===== src/rtl/pmic_cmd_pkg.sv =====
package pmic_cmd_pkg;
  localparam int CMD_W    = 32;
  localparam int RD_W     = 16;
  localparam int FRAME_RD = CMD_W + RD_W;

  typedef enum logic [2:0] {
    ST_IDLE = 3'd0,
    ST_SEND = 3'd2,
    ST_RECV = 3'd4,
    ST_HOLD = 3'd6
  } engState_e;

  typedef struct packed {
    logic load;
    logic capture;
  } ctlStrobes_t;
endpackage


===== src/rtl/pmic_access_ctl.sv =====
module pmic_access_ctl
  import pmic_cmd_pkg::*;
(
  input  logic        clk,
  input  logic        rstN,
  input  logic        cmdWr,
  input  logic        cmdWriteFlag,
  input  logic        vldClrWr,
  input  logic        txEnd,
  input  logic        frameEnd,
  output engState_e   state,
  output ctlStrobes_t strb,
  output logic        errFlag
);
  logic wrFlag;
  engState_e stateNext;

  always_comb begin
    stateNext = state;
    case (state)
      ST_IDLE: if (cmdWr) stateNext = ST_SEND;
      ST_SEND: if (txEnd) stateNext = wrFlag ? ST_IDLE : ST_RECV;
      ST_RECV: if (frameEnd) stateNext = ST_HOLD;
      ST_HOLD: if (vldClrWr) stateNext = ST_IDLE;
      default: stateNext = ST_IDLE;
    endcase
  end

  assign strb.load    = cmdWr && (state == ST_IDLE);
  assign strb.capture = frameEnd && (state == ST_RECV);

  always_ff @(posedge clk or negedge rstN) begin
    if (!rstN) begin
      state   <= ST_IDLE;
      wrFlag  <= 1'b0;
      errFlag <= 1'b0;
    end else begin
      state <= stateNext;
      if (strb.load) wrFlag <= cmdWriteFlag;
      if (cmdWr && (state != ST_IDLE)) errFlag <= 1'b1;
    end
  end

  AST_WRITE_BACK_IDLE: assert property (@(posedge clk) disable iff (!rstN)
    (state == ST_SEND && txEnd && wrFlag) |=> (state == ST_IDLE));
  AST_RECV_ONLY_READ: assert property (@(posedge clk) disable iff (!rstN)
    (state == ST_RECV) |-> !wrFlag);
  AST_HOLD_UNTIL_CLEAR: assert property (@(posedge clk) disable iff (!rstN)
    (state == ST_HOLD && !vldClrWr) |=> (state == ST_HOLD));
  AST_BUSY_CMD_FLAGS: assert property (@(posedge clk) disable iff (!rstN)
    (cmdWr && state != ST_IDLE) |=> errFlag);
  AST_ERR_STICKY: assert property (@(posedge clk) disable iff (!rstN)
    errFlag |=> errFlag);
  AST_STRAY_CLEAR: assert property (@(posedge clk) disable iff (!rstN)
    (vldClrWr && state == ST_RECV && !frameEnd) |=> (state == ST_RECV));
endmodule


===== src/rtl/pmic_spi_shifter.sv =====
module pmic_spi_shifter
  import pmic_cmd_pkg::*;
#(
  parameter int CLK_DIV = 2,
  parameter int CS_GAP  = 2
) (
  input  logic              clk,
  input  logic              rstN,
  input  ctlStrobes_t       strb,
  input  logic [CMD_W-1:0]  cmdWord,
  input  logic              spiMiso,
  output logic              spiCsN,
  output logic              spiSck,
  output logic              spiMosi,
  output logic              txEnd,
  output logic              frameEnd,
  output logic [RD_W-1:0]   rdData
);
  localparam int PERIOD  = 2 * CLK_DIV;
  localparam int PHASE_W = (PERIOD > 1) ? $clog2(PERIOD) : 1;
  localparam int BIT_W   = $clog2(FRAME_RD + 1);
  localparam int GAP_CYC = CS_GAP * PERIOD;
  localparam int GAP_W   = $clog2(GAP_CYC + 1);

  logic               pending, active, isRd;
  logic [PHASE_W-1:0] phaseCnt;
  logic [BIT_W-1:0]   bitCnt;
  logic [CMD_W-1:0]   shiftReg;
  logic [RD_W-1:0]    rxReg;
  logic [GAP_W-1:0]   gapCnt;
  logic [BIT_W-1:0]   lastBit;
  logic               bitEnd, sampleNow;

  assign lastBit   = isRd ? BIT_W'(FRAME_RD - 1) : BIT_W'(CMD_W - 1);
  assign bitEnd    = active && (phaseCnt == PHASE_W'(PERIOD - 1));
  assign txEnd     = bitEnd && (bitCnt == BIT_W'(CMD_W - 1));
  assign frameEnd  = bitEnd && (bitCnt == lastBit);
  assign sampleNow = active && (phaseCnt == PHASE_W'(CLK_DIV - 1))
                     && (bitCnt >= BIT_W'(CMD_W));

  assign spiCsN  = !active;
  assign spiSck  = active && (phaseCnt >= PHASE_W'(CLK_DIV));
  assign spiMosi = active && shiftReg[CMD_W-1];

  always_ff @(posedge clk or negedge rstN) begin
    if (!rstN) begin
      pending  <= 1'b0;
      active   <= 1'b0;
      isRd     <= 1'b0;
      phaseCnt <= '0;
      bitCnt   <= '0;
      shiftReg <= '0;
      rxReg    <= '0;
      rdData   <= '0;
      gapCnt   <= '0;
    end else begin
      if (strb.load) begin
        shiftReg <= cmdWord[CMD_W-1] ? cmdWord
                                     : {cmdWord[CMD_W-1:RD_W], {RD_W{1'b0}}};
        isRd     <= !cmdWord[CMD_W-1];
        pending  <= 1'b1;
      end else if (bitEnd) begin
        shiftReg <= {shiftReg[CMD_W-2:0], 1'b0};
      end

      if (active) begin
        phaseCnt <= bitEnd ? '0 : phaseCnt + 1'b1;
        if (frameEnd) begin
          active <= 1'b0;
          gapCnt <= GAP_W'(GAP_CYC);
        end else if (bitEnd) begin
          bitCnt <= bitCnt + 1'b1;
        end
      end else if (gapCnt != '0) begin
        gapCnt <= gapCnt - 1'b1;
      end else if (pending) begin
        active   <= 1'b1;
        pending  <= 1'b0;
        phaseCnt <= '0;
        bitCnt   <= '0;
      end

      if (sampleNow) rxReg <= {rxReg[RD_W-2:0], spiMiso};
      if (strb.capture) rdData <= rxReg;
    end
  end

  AST_CS_RISES_AT_END: assert property (@(posedge clk) disable iff (!rstN)
    frameEnd |=> spiCsN);
  AST_GAP_HOLDS_CS: assert property (@(posedge clk) disable iff (!rstN)
    (!active && gapCnt != '0) |=> spiCsN);
  AST_LAUNCH_NEEDS_PENDING: assert property (@(posedge clk) disable iff (!rstN)
    $fell(spiCsN) |-> $past(pending));
endmodule


===== src/rtl/pmic_cmd_engine.sv =====
module pmic_cmd_engine
  import pmic_cmd_pkg::*;
#(
  parameter int CLK_DIV = 2,
  parameter int CS_GAP  = 2
) (
  input  logic        clk,
  input  logic        rstN,
  input  logic        cmdWr,
  input  logic [31:0] cmdData,
  input  logic        vldClrWr,
  input  logic        initDoneIn,
  output logic [31:0] status,
  output logic        spiCsN,
  output logic        spiSck,
  output logic        spiMosi,
  input  logic        spiMiso
);
  engState_e       state;
  ctlStrobes_t     strb;
  logic            errFlag, txEnd, frameEnd;
  logic [RD_W-1:0] rdData;

  pmic_access_ctl uCtl (
    .clk(clk), .rstN(rstN), .cmdWr(cmdWr), .cmdWriteFlag(cmdData[31]),
    .vldClrWr(vldClrWr), .txEnd(txEnd), .frameEnd(frameEnd),
    .state(state), .strb(strb), .errFlag(errFlag)
  );

  pmic_spi_shifter #(.CLK_DIV(CLK_DIV), .CS_GAP(CS_GAP)) uShift (
    .clk(clk), .rstN(rstN), .strb(strb), .cmdWord(cmdData),
    .spiMiso(spiMiso), .spiCsN(spiCsN), .spiSck(spiSck), .spiMosi(spiMosi),
    .txEnd(txEnd), .frameEnd(frameEnd), .rdData(rdData)
  );

  assign status = {7'b0, errFlag, 2'b0, initDoneIn, 2'b0, state, rdData};
endmodule


===== config.mk =====
export PLATFORM = sky130hd
export DESIGN_NAME = pmic_cmd_engine
export DESIGN_NICKNAME = d
export VERILOG_FILES = /design/src/rtl/pmic_cmd_pkg.sv /design/src/rtl/pmic_access_ctl.sv /design/src/rtl/pmic_spi_shifter.sv /design/src/rtl/pmic_cmd_engine.sv
export SDC_FILE = /design/constraint.sdc
export NUM_CORES = 1
export LEC_CHECK = 0
export ABC_AREA = 1
export BUFFER_PORTS_ARGS = -buffer_cell sky130_fd_sc_hd__buf_2
export CAP_MARGIN = 25
export CELL_PAD_IN_SITES_DETAIL_PLACEMENT = 1
export CELL_PAD_IN_SITES_GLOBAL_PLACEMENT = 1
export CORE_MARGIN = 10
export CORE_UTILIZATION = 37
export CTS_CLUSTER_SIZE = 14
export DETAILED_ROUTE_END_ITERATION = 8
export PLACE_DENSITY_LB_ADDON = 0.1
export SYNTH_ARGS = -nofsm -noshare
export SYNTH_HDL_FRONTEND = slang
export SYNTH_HIERARCHICAL = 1
export SYNTH_SLANG_ARGS = --single-unit

===== constraint.sdc =====
create_clock -name clk -period 2.1 [get_ports clk]
set_input_delay 0.21 -clock clk [delete_from_list [all_inputs] [get_ports clk]]
set_output_delay 0.21 -clock clk [all_outputs]
set_load 0.05 [all_outputs]

# == After elaboration in Yosys (flattened, before gate mapping) ==
# Cells that the tools add are included.
# op_classes
eq_ne,15
n_mux,30
order_cmp,2
n_reduce_logical,22
add_sub_neg,3
# ops
operator,count
32-bit 2-to-1 mux,3
6-bit 2-to-1 mux,6
3-bit 2-to-1 mux,5
4-bit 2-to-1 mux,3
"2-bit != test, second input constant",6
3-bit case mux with 4 select lines,1
1-bit logical AND,10
1-bit 2-to-1 mux,8
2-bit 2-to-1 mux,4
4-bit AND reduction,2
"6-bit by 1-bit adder with 6-bit output, second input constant",1
"3-bit equality test, second input constant",2
"6-bit by 5-bit equality test with 1-bit output, second input constant",1
6-bit equality test,1
"6-bit >= comparator, second input constant",1
2-bit nonzero test,3
"2-bit by 1-bit != test with 1-bit output, second input constant",2
2-bit AND reduction,2
4-bit nonzero test,1
"4-bit by 1-bit subtractor with 4-bit output, second input constant",1
"3-bit by 2-bit equality test with 1-bit output, second input constant",1
3-bit logical NOT,1
3-bit nonzero test,1
"2-bit by 1-bit adder with 2-bit output, second input constant",1
other kinds (4),5
# totals
register_bits,84
in_bits,38
output_inout_bits,35

# == Longest topological paths before layout ==
# Gate-level depths: netlist (run 1).
# logic_depth
depth_word,6
ltp_mapped,13

# == Hierarchy ==
# Netlist (run 1), hierarchy kept.
# modules_own_cells
mod,seq_area_each_um2,area_each_um2,cells_per_inst,n_inst
pmic_spi_shifter,1976.9,3498.4,381,1
pmic_access_ctl,100.1,242.7,37,1
pmic_cmd_engine,0.0,101.3,14,1

# == Least setup slack after synthesis (run 1) ==
# No wires, ideal clock.
# synth_timing
kind,reg-to-reg
from,reg uShift.phaseCnt[1]
to,reg uShift.rdData[15]
stages_incl_launch_ff,13
setup_time_ns,0.125
arrival_ns,1.943
setup_slack_ns,0.032
t_required_ns,1.975
period_less_slack_ns,2.068
path_cell_list,dfrtp_1 > ha_1 > nand2_2 > inv_2 > nand2_1 > nand2_1 > nand2_4 > inv_1 > inv_1 > nor2_1 > clkbuf_1 > buf_2 > mux2_2
# synth_rtl
item,line_no,rtl
"start, declared",pmic_spi_shifter.sv:26,logic [PHASE_W-1:0] phaseCnt;
"start signal, assigned",pmic_spi_shifter.sv:67,phaseCnt <= bitEnd ? '0 : phaseCnt + 1'b1;
"end signal, assigned",pmic_spi_shifter.sv:84,if (strb.capture) rdData <= rxReg;
"end, declared",pmic_spi_shifter.sv:17,output logic [RD_W-1:0] rdData

==> impl_metrics.json, run 1 <==
{
  "drt_pre_antenna_iters": 4,
  "final_util": 0.443,
  "fin_crit_ps": 1940,
  "clock_power_share": 0.417,
  "final_common_cell": "dfrtp_1",
  "start_kind": "flip-flop",
  "multi_input_area_sq_mm": 0.00144,
  "cp_data_arrival_time_ps": 2190,
  "die_w_um": 122,
  "netlist_instances": 432,
  "register_area_sq_mm": 0.00208,
  "r2r_cells": 9,
  "setup_tns_ps": 0,
  "p_int_mw": 2.22,
  "nets": 539,
  "layout_common_cells": "dfrtp_1, nand2_1, buf_2",
  "criticalPathCategory": "reg2reg",
  "r2r_end": "uShift/rdData[11]$_DFFE_PN0P_",
  "yosys_warnings": 6,
  "final_antenna_net_count": 0,
  "clock_path_buffers": 2,
  "drc_errors": 0,
  "vias": 3020,
  "io-pin-count": 73,
  "ir_drop_mv": 0.347,
  "io_buffers": 58,
  "slowest_delay_ps": 400,
  "antenna_found_initial": 0,
  "grt_pass1_wl_um": 15400,
  "clock.fmax_mhz": 516,
  "syn_area_sq_mm": 0.00384,
  "status": "complete, no violations",
  "wl_per_cell_um": 14.0,
  "maxSlewViolCount": 0,
  "post-route-period-util": 0.923,
  "drt-initial-drc-count": 99,
  "worst_slack_ps": 161,
  "reg2reg_setup_slack_ps": 160,
  "leakagePower_nw": 2.32,
  "syn_to_final_growth_pct": 17.9,
  "dp_hpwl_um": 6320,
  "avgSynthCellArea_sq_um": 8.89,
  "cp_max_fo": 24,
  "cap_violations": 0,
  "clk_latency_ps": 350,
  "die_h_um": 122,
  "layout-drive-gt1-share": 0.220,
  "core_area_sq_mm": 0.0102,
  "yosys-top-cells-area": "dfrtp_1, nand2_1, o21ai_0",
  "whs_path_depth": 2,
  "grt_use_total": 0.125,
  "whs_endpoint": "uShift/shiftReg[0]$_DFFE_PN0P_",
  "clockRootBuffer": "clkbuf_8",
  "synth-seq-cells": 83,
  "placed_cell_area_sq_mm": 0.00429,
  "yosysTopAreaCell": "dfrtp_1",
  "powerDensity_mw_per_mm2": 651,
  "dieArea_sq_mm": 0.0149,
  "pre_cts_slack_ps": 97.6,
  "num_rows": 37,
  "place.gp.congestion": 0.793,
  "synth_top_area_share": 0.541,
  "grt_pass1_vias": 3294,
  "overflow": 0,
  "grt_max_degree": 56,
  "holdWs_ps": 71.1,
  "cts_inserted_buffers": 9,
  "start_util": 0.376,
  "p_seq_frac": 0.542,
  "path_cells": "ha_2 -> nand3_1 -> a21oi_2 -> nand2_4 -> inv_1 -> inv_1 -> nor2_1 -> buf_12 -> mux2_2",
  "p_sw_mw": 0.729,
  "h-tree-depth": 3,
  "design_area_sq_mm": 0.00453,
  "min_from": "cmdData[0]",
  "hold_class": "in2reg",
  "tritoncts": "done",
  "cts.sinks": 83,
  "antennaDiodeCount": 0,
  "synth_seq_area_share": 0.541,
  "path_clk_slew_ps": 90,
  "hold_viol": 0,
  "setup_viol": 0,
  "nFillCells": 1225,
  "netlist-cell-type-count": 30,
  "wl_um": 8920,
  "switching_share": 0.247,
  "crit_top_cell": "inv_1",
  "slowest_stage": "dfrtp_1",
  "crit_path_end_kind": "flip-flop",
  "vias_per_cell": 4.76,
  "clock_skew_ps": 14.1,
  "r2r-start": "uShift/bitCnt[1]$_DFFE_PN0P_",
  "crit_required_ps": 2350,
  "p_comb_frac": 0.041
}
## metrics by stage
step	std cells	power, mW
final	635	2.95
after floorplan	442	1.70
after global placement	616	1.75
after CTS	633	2.99
after global routing	635	3.07
after detailed placement	616	1.75
## power by group through the flow
stage	sequential [mW]	clock, mW	combinational [mW]
5_1_grt	1.60	1.33	0.134
4_1_cts	1.60	1.27	0.124
3_3_place_gp	1.63	0	0.122
2_1_floorplan	1.63	0	0.0711
6_report	1.60	1.23	0.121
3_5_place_dp	1.63	0	0.122
## repair_timing
action / CTS / global route
hold buffers: 1 / 0
endpoints found under the setup margin: 0 / 8
endpoints found under the hold margin: 28 / 0
resized for setup: 0 / 1
buffers inserted: 0 / 2
## cell type report
| type | instances | share of cell area |
|---|---|---|
| clock buffer | 10 | 0.0304 |
| clock inverter | 6 | 0.0160 |
| inverter | 47 | 0.0390 |
| multi-input combinational | 280 | 0.317 |
| sequential | 83 | 0.459 |
| tap | 136 | 0.0376 |
| timing repair buffer | 73 | 0.101 |
## cells in the mapped netlist (all sizes together)
cell,count
o211ai,14
buf,27
clkinv,1
a31oi,1
nand2,82
ha,7
a21oi,35
conb,2
o22ai,3
dfrtp,83
inv,46
nor2,43
o21ai,46
o21bai,2
xor2,2
nand3,19
clkbuf,5
a32o,1
or2,2
nand4,3
mux2,8
## layer usage
| metal | vias to the layer above | wire length [um] | track usage |
|---|---|---|---|
| li1 | 1500 | - | - |
| met1 | 1463 | 4250 | 0.162 |
| met2 | 48 | 4150 | 0.198 |
| met3 | 9 | 397 | 0.0310 |
| met4 | 0 | 119 | 0.0447 |
| met5 | - | 0 | 0 |
## state kept, by name, indices dropped and copies added, names as in the netlist
register         count
uShift/shiftReg     32
uShift/rdData       16
uShift/rxReg        16
uShift/bitCnt        6
uShift/gapCnt        4
uCtl/state           2
uShift/phaseCnt      2
uCtl/errFlag         1
uCtl/wrFlag          1
uShift/active        1
uShift/isRd          1
uShift/pending       1
## cells by family (layout without fill, tap and decap cells)
family	Yosys count	in the layout	share of synthesized area
AO/OA/AOI/OAI	102	102	0.147
adder cells (fa/ha/maj)	7	7	0.0228
buffers and inverters	79	136	0.0957
multiplexers	8	8	0.0234
flip-flops	83	83	0.541
AND/OR/NAND/NOR	149	149	0.164
XOR/XNOR	2	2	0.00456
other	2	12	0.00195
## how the worst max path moves through the flow
stage / startpoint / end / slack, ps / cells past startpoint
2_1_floorplan: uShift/phaseCnt[1]$_DFFE_PN0P_ / uShift/rdData[15]$_DFFE_PN0P_ / 30 / 12
3_3_place_gp: uShift/bitCnt[1]$_DFFE_PN0P_ / uShift/rdData[11]$_DFFE_PN0P_ / 180 / 9
3_5_place_dp: uShift/bitCnt[1]$_DFFE_PN0P_ / uShift/rdData[7]$_DFFE_PN0P_ / 100 / 9
4_1_cts: uShift/bitCnt[1]$_DFFE_PN0P_ / uShift/rdData[11]$_DFFE_PN0P_ / 100 / 9
5_1_grt: uShift/bitCnt[1]$_DFFE_PN0P_ / uShift/rdData[1]$_DFFE_PN0P_ / -10 / 9
6_report: uShift/bitCnt[1]$_DFFE_PN0P_ / uShift/rdData[11]$_DFFE_PN0P_ / 160 / 9
## worst max-delay path: cells and delay by family (launching register included)
family | cells | cell delay [ps]
AO/OA/AOI/OAI | 1 | 180
adder cells (fa/ha/maj) | 1 | 220
buffers and inverters | 3 | 320
flip-flops | 1 | 400
multiplexers | 1 | 340
AND/OR/NAND/NOR | 3 | 370
Note: power is estimated with default switching activity, not from simulation.
==> run 2: changes to the inputs <==
Settings changed: ABC_AREA 1 to unset, CORE_UTILIZATION 37 to 39.
==> run 2 against run 1 <==
Power grew 72%. Clock skew grew 1.2 ps. Critical path depth shrank 1. Global-route usage shrank 0.17 points. Clock power grew 7%. Hold slack lost 14 ps. Clock-buffer cell count shrank 1. Die area shrank 3.9%. Fmax shrank 1.3%. Sequential power grew 43%. Worst setup slack lost 26 ps. Largest cell class unchanged. Largest power group unchanged.
==> impl_metrics.json, run 2 <==
{
  "status": "complete, no violations",
  "synth-seq-cells": 83,
  "relSlewSlack": 0.645,
  "synth_top_area_share": 0.538,
  "clock_path_buffers": 2,
  "die_h_um": 120,
  "largest_register_ffs": 32,
  "worst_pin_slew_ps": 532,
  "setup_viol": 0,
  "maxSlewViolCount": 0,
  "crit_required_ps": 2330,
  "multi_input_area_sq_mm": 0.00162,
  "powerDensity_mw_per_mm2": 1110,
  "grt_use_total": 0.123,
  "antenna_found_initial": 1,
  "power.total_mw": 5.06,
  "vias": 2568,
  "layout-drive-gt1-share": 0.338,
  "cap_violations": 0,
  "leakagePower_nw": 2.32,
  "placed_cell_area_sq_mm": 0.00432,
  "crit_path_end_kind": "flip-flop",
  "netlist-cell-type-count": 46,
  "yosysTopAreaCell": "dfrtp_1",
  "layout_common_cells": "dfrtp_1, buf_2, nand2_1",
  "drc_errors": 0,
  "netlist_instances": 331,
  "start_util": 0.397,
  "fin_crit_ps": 1960,
  "p_sw_mw": 1.72,
  "yosys_warnings": 6,
  "switching_share": 0.340,
  "yosysMostFrequentCell": "dfrtp_1",
  "syn_to_final_growth_pct": 18.3,
  "h-tree-depth": 3,
  "clock_skew_ps": 15.3,
  "cts.repair_timing.setup_buffer_count": 0,
  "clockRootBuffer": "clkbuf_8",
  "clock.fmax_mhz": 509,
  "largest_register": "uShift/shiftReg",
  "place.gp.congestion": 0.726,
  "cts_inserted_buffers": 9,
  "clk_latency_ps": 350,
  "cp_data_arrival_time_ps": 2200,
  "criticalPathCategory": "reg2reg",
  "overflow": 0,
  "path_clk_slew_ps": 90,
  "wl_per_cell_um": 15.9,
  "io-pin-count": 73,
  "clock_power_share": 0.259,
  "p_comb_frac": 0.288,
  "grt_max_degree": 44,
  "vias_per_cell": 4.82,
  "core_area_sq_mm": 0.00973,
  "ys.flop_type": "dfrtp_1",
  "grt_pass1_vias": 2895,
  "cp_max_fo": 16,
  "num_rows": 36,
  "post-route-period-util": 0.935,
  "die_w_um": 120,
  "yosys-top-cells-area": "dfrtp_1, mux2_2, mux2i_1",
  "final_common_cell": "dfrtp_1",
  "synth_edf_count": 0,
  "final_antenna_net_count": 0,
  "p_seq_frac": 0.453,
  "avgSynthCellArea_sq_um": 11.7,
  "hold_class": "in2reg",
  "register_area_sq_mm": 0.00208,
  "dieArea_sq_mm": 0.0143,
  "start_kind": "flip-flop",
  "drt_pre_antenna_iters": 4,
  "final_util": 0.470,
  "setup_tns_ps": 0,
  "ir_drop_mv": 0.419,
  "rsz0062_at_grt": "false",
  "hold_viol": 0,
  "top_regs": "uShift/shiftReg: 32 flops, uShift/rdData: 16 flops, uShift/rxReg: 16 flops",
  "p_int_mw": 3.34,
  "holdWs_ps": 57.3,
  "nets": 439,
  "design_area_sq_mm": 0.00457,
  "io_buffers": 58,
  "synth_common_cells": "dfrtp_1, nand2_1, o21ai_0, mux2_2, mux2i_1",
  "async_flop_share": 1.00,
  "drt-initial-drc-count": 93,
  "wl_um": 8500,
  "dp_hpwl_um": 5870,
  "grt_pass1_wl_um": 14600,
  "syn_area_sq_mm": 0.00386,
  "cts.sinks": 83,
  "nFillCells": 1093,
  "synth_seq_area_share": 0.538,
  "tritoncts": "done"
}
[run 2: cell count changes after synthesis, moves of 4 or more]
cell / before / now
nand2_2: 4 / 0
nand3_1: 18 / 5
buf_2: 12 / 6
o211ai_1: 14 / 1
o21ai_1: 6 / 0
a21oi_1: 34 / 3
inv_1: 43 / 9
mux2_2: 8 / 34
nor2_1: 42 / 9
clkbuf_1: 5 / 9
mux2i_1: 0 / 32
o21ai_0: 40 / 36
nand2_1: 77 / 37
[run 2: logic make-up after synthesis]
logic type | share of synthesized area
DFF | 0.538
and+or+nand+nor | 0.0997
muxes | 0.195
AOI/OAI and AO/OA | 0.0816
buffers and inverters | 0.0573
adders and majority gates | 0.0227
other | 0.00194
xor gates and xnor gates | 0.00453
[run 2: layer usage]
| metal | vias up | global-route usage | part of all wire |
|---|---|---|---|
| met5 | - | 0 | 0 |
| met4 | 0 | 0.0385 | 0.0064 |
| met3 | 4 | 0.0389 | 0.046 |
| met2 | 39 | 0.207 | 0.50 |
| met1 | 1278 | 0.147 | 0.45 |
| li1 | 1247 | - | - |
[run 2: repair_timing]
action / CTS / global route
hold endpoints to repair: 20 / 0
hold buffers: 1 / 0
resized for setup: 0 / 1
setup endpoints to repair: 0 / 6
[run 2: worst max-delay path: stages (launching register included)]
cell	delay, ps
dfrtp_1	410
ha_1	240
and3_1	230
o21ai_4	120
nor2_4	100
nand2_1	70
nor2_2	150
buf_12	170
mux2_2	350
[run 2: power groups by stage]
stage / combinational, mW / clock [mW] / sequential [mW]
final: 1.46 / 1.31 / 2.29
after detailed placement: 1.48 / 0 / 2.33
after global routing: 1.64 / 1.44 / 2.36
after global placement: 1.44 / 0 / 2.30
after CTS: 1.49 / 1.37 / 2.30
after floorplan: 1.16 / 0 / 2.26
[run 2: final cells by class]
type / count / share of cell area
diodes: 1 / 0.000548
clock buffers: 9 / 0.0271
clock inverters: 7 / 0.0241
inverters: 10 / 0.00821
multi-input cells: 217 / 0.354
flip-flops and latches: 83 / 0.455
well taps: 133 / 0.0364
repair buffers: 73 / 0.0947
[run 2: worst paths after layout]
| check | startpoint | end | slack, ps | depth (start not counted) |
|---|---|---|---|---|
| max | uShift/bitCnt[1]$_DFFE_PN0P_ | uShift/rdData[13]$_DFFE_PN0P_ | 140 | 8 |
| min | cmdData[9] | uShift/shiftReg[9]$_DFFE_PN0P_ | 60 | 3 |
| max reg2reg | uShift/bitCnt[1]$_DFFE_PN0P_ | uShift/rdData[13]$_DFFE_PN0P_ | 140 | 8 |
| min reg2reg | uCtl/errFlag$_DFFE_PN0P_ | uCtl/errFlag$_DFFE_PN0P_ | 480 | 1 |
| max in group asynchronous | rstN | uShift/rxReg[11]$_DFFE_PN0P_ | 1240 | 3 |
| min in group asynchronous | rstN | uShift/rdData[2]$_DFFE_PN0P_ | 290 | 2 |
[run 2: per-stage QoR]
| step | setup WS (ps) | instances |
|---|---|---|
| final | 136 | 533 |
| after global routing | 23.6 | 532 |
| after CTS | 90.7 | 532 |
| after detailed placement | 128 | 515 |
| after global placement | 208 | 515 |
| after floorplan | 32.0 | 341 |
==> run 3: changes to the inputs <==
==> constraint.sdc (replaced) <==
create_clock -name clk -period 2.1 [get_ports clk]
set_input_delay 0.315 -clock clk [delete_from_list [all_inputs] [get_ports clk]]
set_output_delay 0.315 -clock clk [all_outputs]
set_load 0.05 [all_outputs]
==> run 3 against run 2 <==
Global-route usage is 0.35 points lower. Fmax is 0.40% higher. Highest routed layer unchanged. Cell count stayed put. Largest cell class unchanged. Power is 2.6% higher. Sequential share of layout area is 0.27 points lower. Critical path type is now reg2out. Worst setup slack better by 7.9 ps. Core utilization is 0.28 points higher. Non-clock buffer count is 1 higher. Design area is 0.60% higher. Clock-buffer cell count stayed put.
==> impl_metrics.json, run 3 (synthesis gave the netlist of run 2 again) <==
{
  "core_area_sq_mm": 0.00973,
  "r2r-start": "uShift/bitCnt[1]$_DFFE_PN0P_",
  "wl_per_cell_um": 15.6,
  "place.gp.congestion": 0.740,
  "register_area_sq_mm": 0.00208,
  "setup_tns_ps": 0,
  "ir_drop_mv": 0.420,
  "cp_max_fo": 13,
  "slowest_stage": "dfrtp_1",
  "largest_register": "uShift/shiftReg",
  "clock.fmax_mhz": 511,
  "die_h_um": 120,
  "num_rows": 36,
  "cts.sinks": 83,
  "h-tree-depth": 3,
  "drt_pre_antenna_iters": 4,
  "powerDensity_mw_per_mm2": 1130,
  "cp_data_arrival_time_ps": 1640,
  "crit_required_ps": 1780,
  "final_common_cell": "dfrtp_1",
  "min_from": "cmdData[4]",
  "reg2reg_setup_slack_ps": 190,
  "criticalPathCategory": "reg2out",
  "start_util": 0.397,
  "wl_um": 8330,
  "placed_cell_area_sq_mm": 0.00433,
  "grt_pass1_vias": 2846,
  "crit_path_end_kind": "output port",
  "top_regs": "uShift/shiftReg: 32 flops, uShift/rdData: 16 flops, uShift/rxReg: 16 flops",
  "clock_path_buffers": 2,
  "overflow": 0,
  "layout_common_cells": "dfrtp_1, buf_2, nand2_1",
  "antenna_found_initial": 0,
  "status": "complete, no violations",
  "io-pin-count": 73,
  "rsz0062_at_grt": "false",
  "clockRootBuffer": "clkbuf_8",
  "vias_per_cell": 4.78,
  "grt_max_degree": 44,
  "slowest_delay_ps": 400,
  "grt_use_total": 0.120,
  "clk_latency_ps": 360,
  "layout-drive-gt1-share": 0.340,
  "cap_violations": 0,
  "path_cells": "buf_4 -> clkinv_1 -> nor2_1 -> buf_2",
  "vias": 2548,
  "final_antenna_net_count": 0,
  "path_clk_slew_ps": 100,
  "final_util": 0.472,
  "hold_viol": 0,
  "nets": 440,
  "fin_crit_ps": 1960,
  "setup_viol": 0,
  "cts_inserted_buffers": 9,
  "post-route-period-util": 0.932,
  "largest_register_ffs": 32,
  "startpoint": "uShift/active$_DFF_PN0_",
  "cts.repair_timing.setup_buffer_count": 0,
  "leakagePower_nw": 2.34,
  "dieArea_sq_mm": 0.0143,
  "maxSlewViolCount": 0,
  "nFillCells": 1087,
  "die_w_um": 120,
  "tritoncts": "done",
  "drc_errors": 0,
  "dp_hpwl_um": 5970,
  "design_area_sq_mm": 0.00460,
  "hold_class": "in2reg",
  "start_kind": "flip-flop",
  "grt_pass1_wl_um": 14100,
  "antennaDiodeCount": 0,
  "drt-initial-drc-count": 93,
  "multi_input_area_sq_mm": 0.00162,
  "syn_to_final_growth_pct": 19.0,
  "clock_skew_ps": 16.7,
  "io_buffers": 58
}
-- run 3: cell types whose count changed in the layout (fill, tap and decap cells not counted) --
| cell | before | now |
|---|---|---|
| buf_4 | 13 | 14 |
| bufinv_16 | 2 | 3 |
| clkinvlp_4 | 1 | 0 |
| diode_2 | 1 | 0 |
-- run 3: final timing paths --
path / end / depth (start not counted)
hold / removal: uShift/shiftReg[4]$_DFFE_PN0P_ / 3
hold reg to reg: uCtl/errFlag$_DFFE_PN0P_ / 1
setup reg to reg: uShift/rdData[9]$_DFFE_PN0P_ / 8
min in group asynchronous: uShift/rdData[2]$_DFFE_PN0P_ / 2
setup / recovery: spiSck / 4
max in group asynchronous: uShift/rdData[10]$_DFFE_PN0P_ / 3
-- run 3: critical path, delay by kind of cell (launching register included) --
kind / cells / cell delay (ps)
simple gates: 1 / 160
flops: 1 / 400
buf+inv: 3 / 730
-- run 3: cell type report --
cell class | instances | area share
clock buffers | 9 | 0.0269
clock inverters | 7 | 0.0289
inverters | 10 | 0.00817
multi-input cells | 217 | 0.352
flip-flops and latches | 83 | 0.452
well taps | 133 | 0.0362
repair buffers | 74 | 0.0958
-- run 3: through the flow --
| stage | hold slack [ps] | cells | power [mW] | setup WS, ps |
|---|---|---|---|---|
| after floorplan | 19.4 | 341 | 3.42 | 32.0 |
| after global placement | 262 | 516 | 3.75 | 207 |
| after detailed placement | 263 | 516 | 3.82 | 133 |
| after CTS | 139 | 533 | 5.28 | 82.7 |
| after global routing | 141 | 533 | 5.57 | 28.0 |
| final | 154 | 533 | 5.19 | 143 |
-- run 3: routing by layer --
metal	GRT usage	vias up	routed length, um
met1	0.149	1245	3780
met2	0.191	44	4020
li1	-	1252	-
met5	0	-	0
met4	0.0415	0	91
met3	0.0394	7	442
-- run 3: report_power, final --
part	internal [mW]	leakage (nW)	switching, mW
sequential	2.00	1.07	0.286
combinational	0.655	1.14	0.810
clock	0.811	0.127	0.632
total	3.46	2.34	1.73
-- run 3: timing repair --
action | 4_1_cts | 5_1_grt
setup endpoints to repair | 0 | 1
resized for setup | 0 | 1
hold buffers | 1 | 0
hold endpoints to repair | 24 | 0
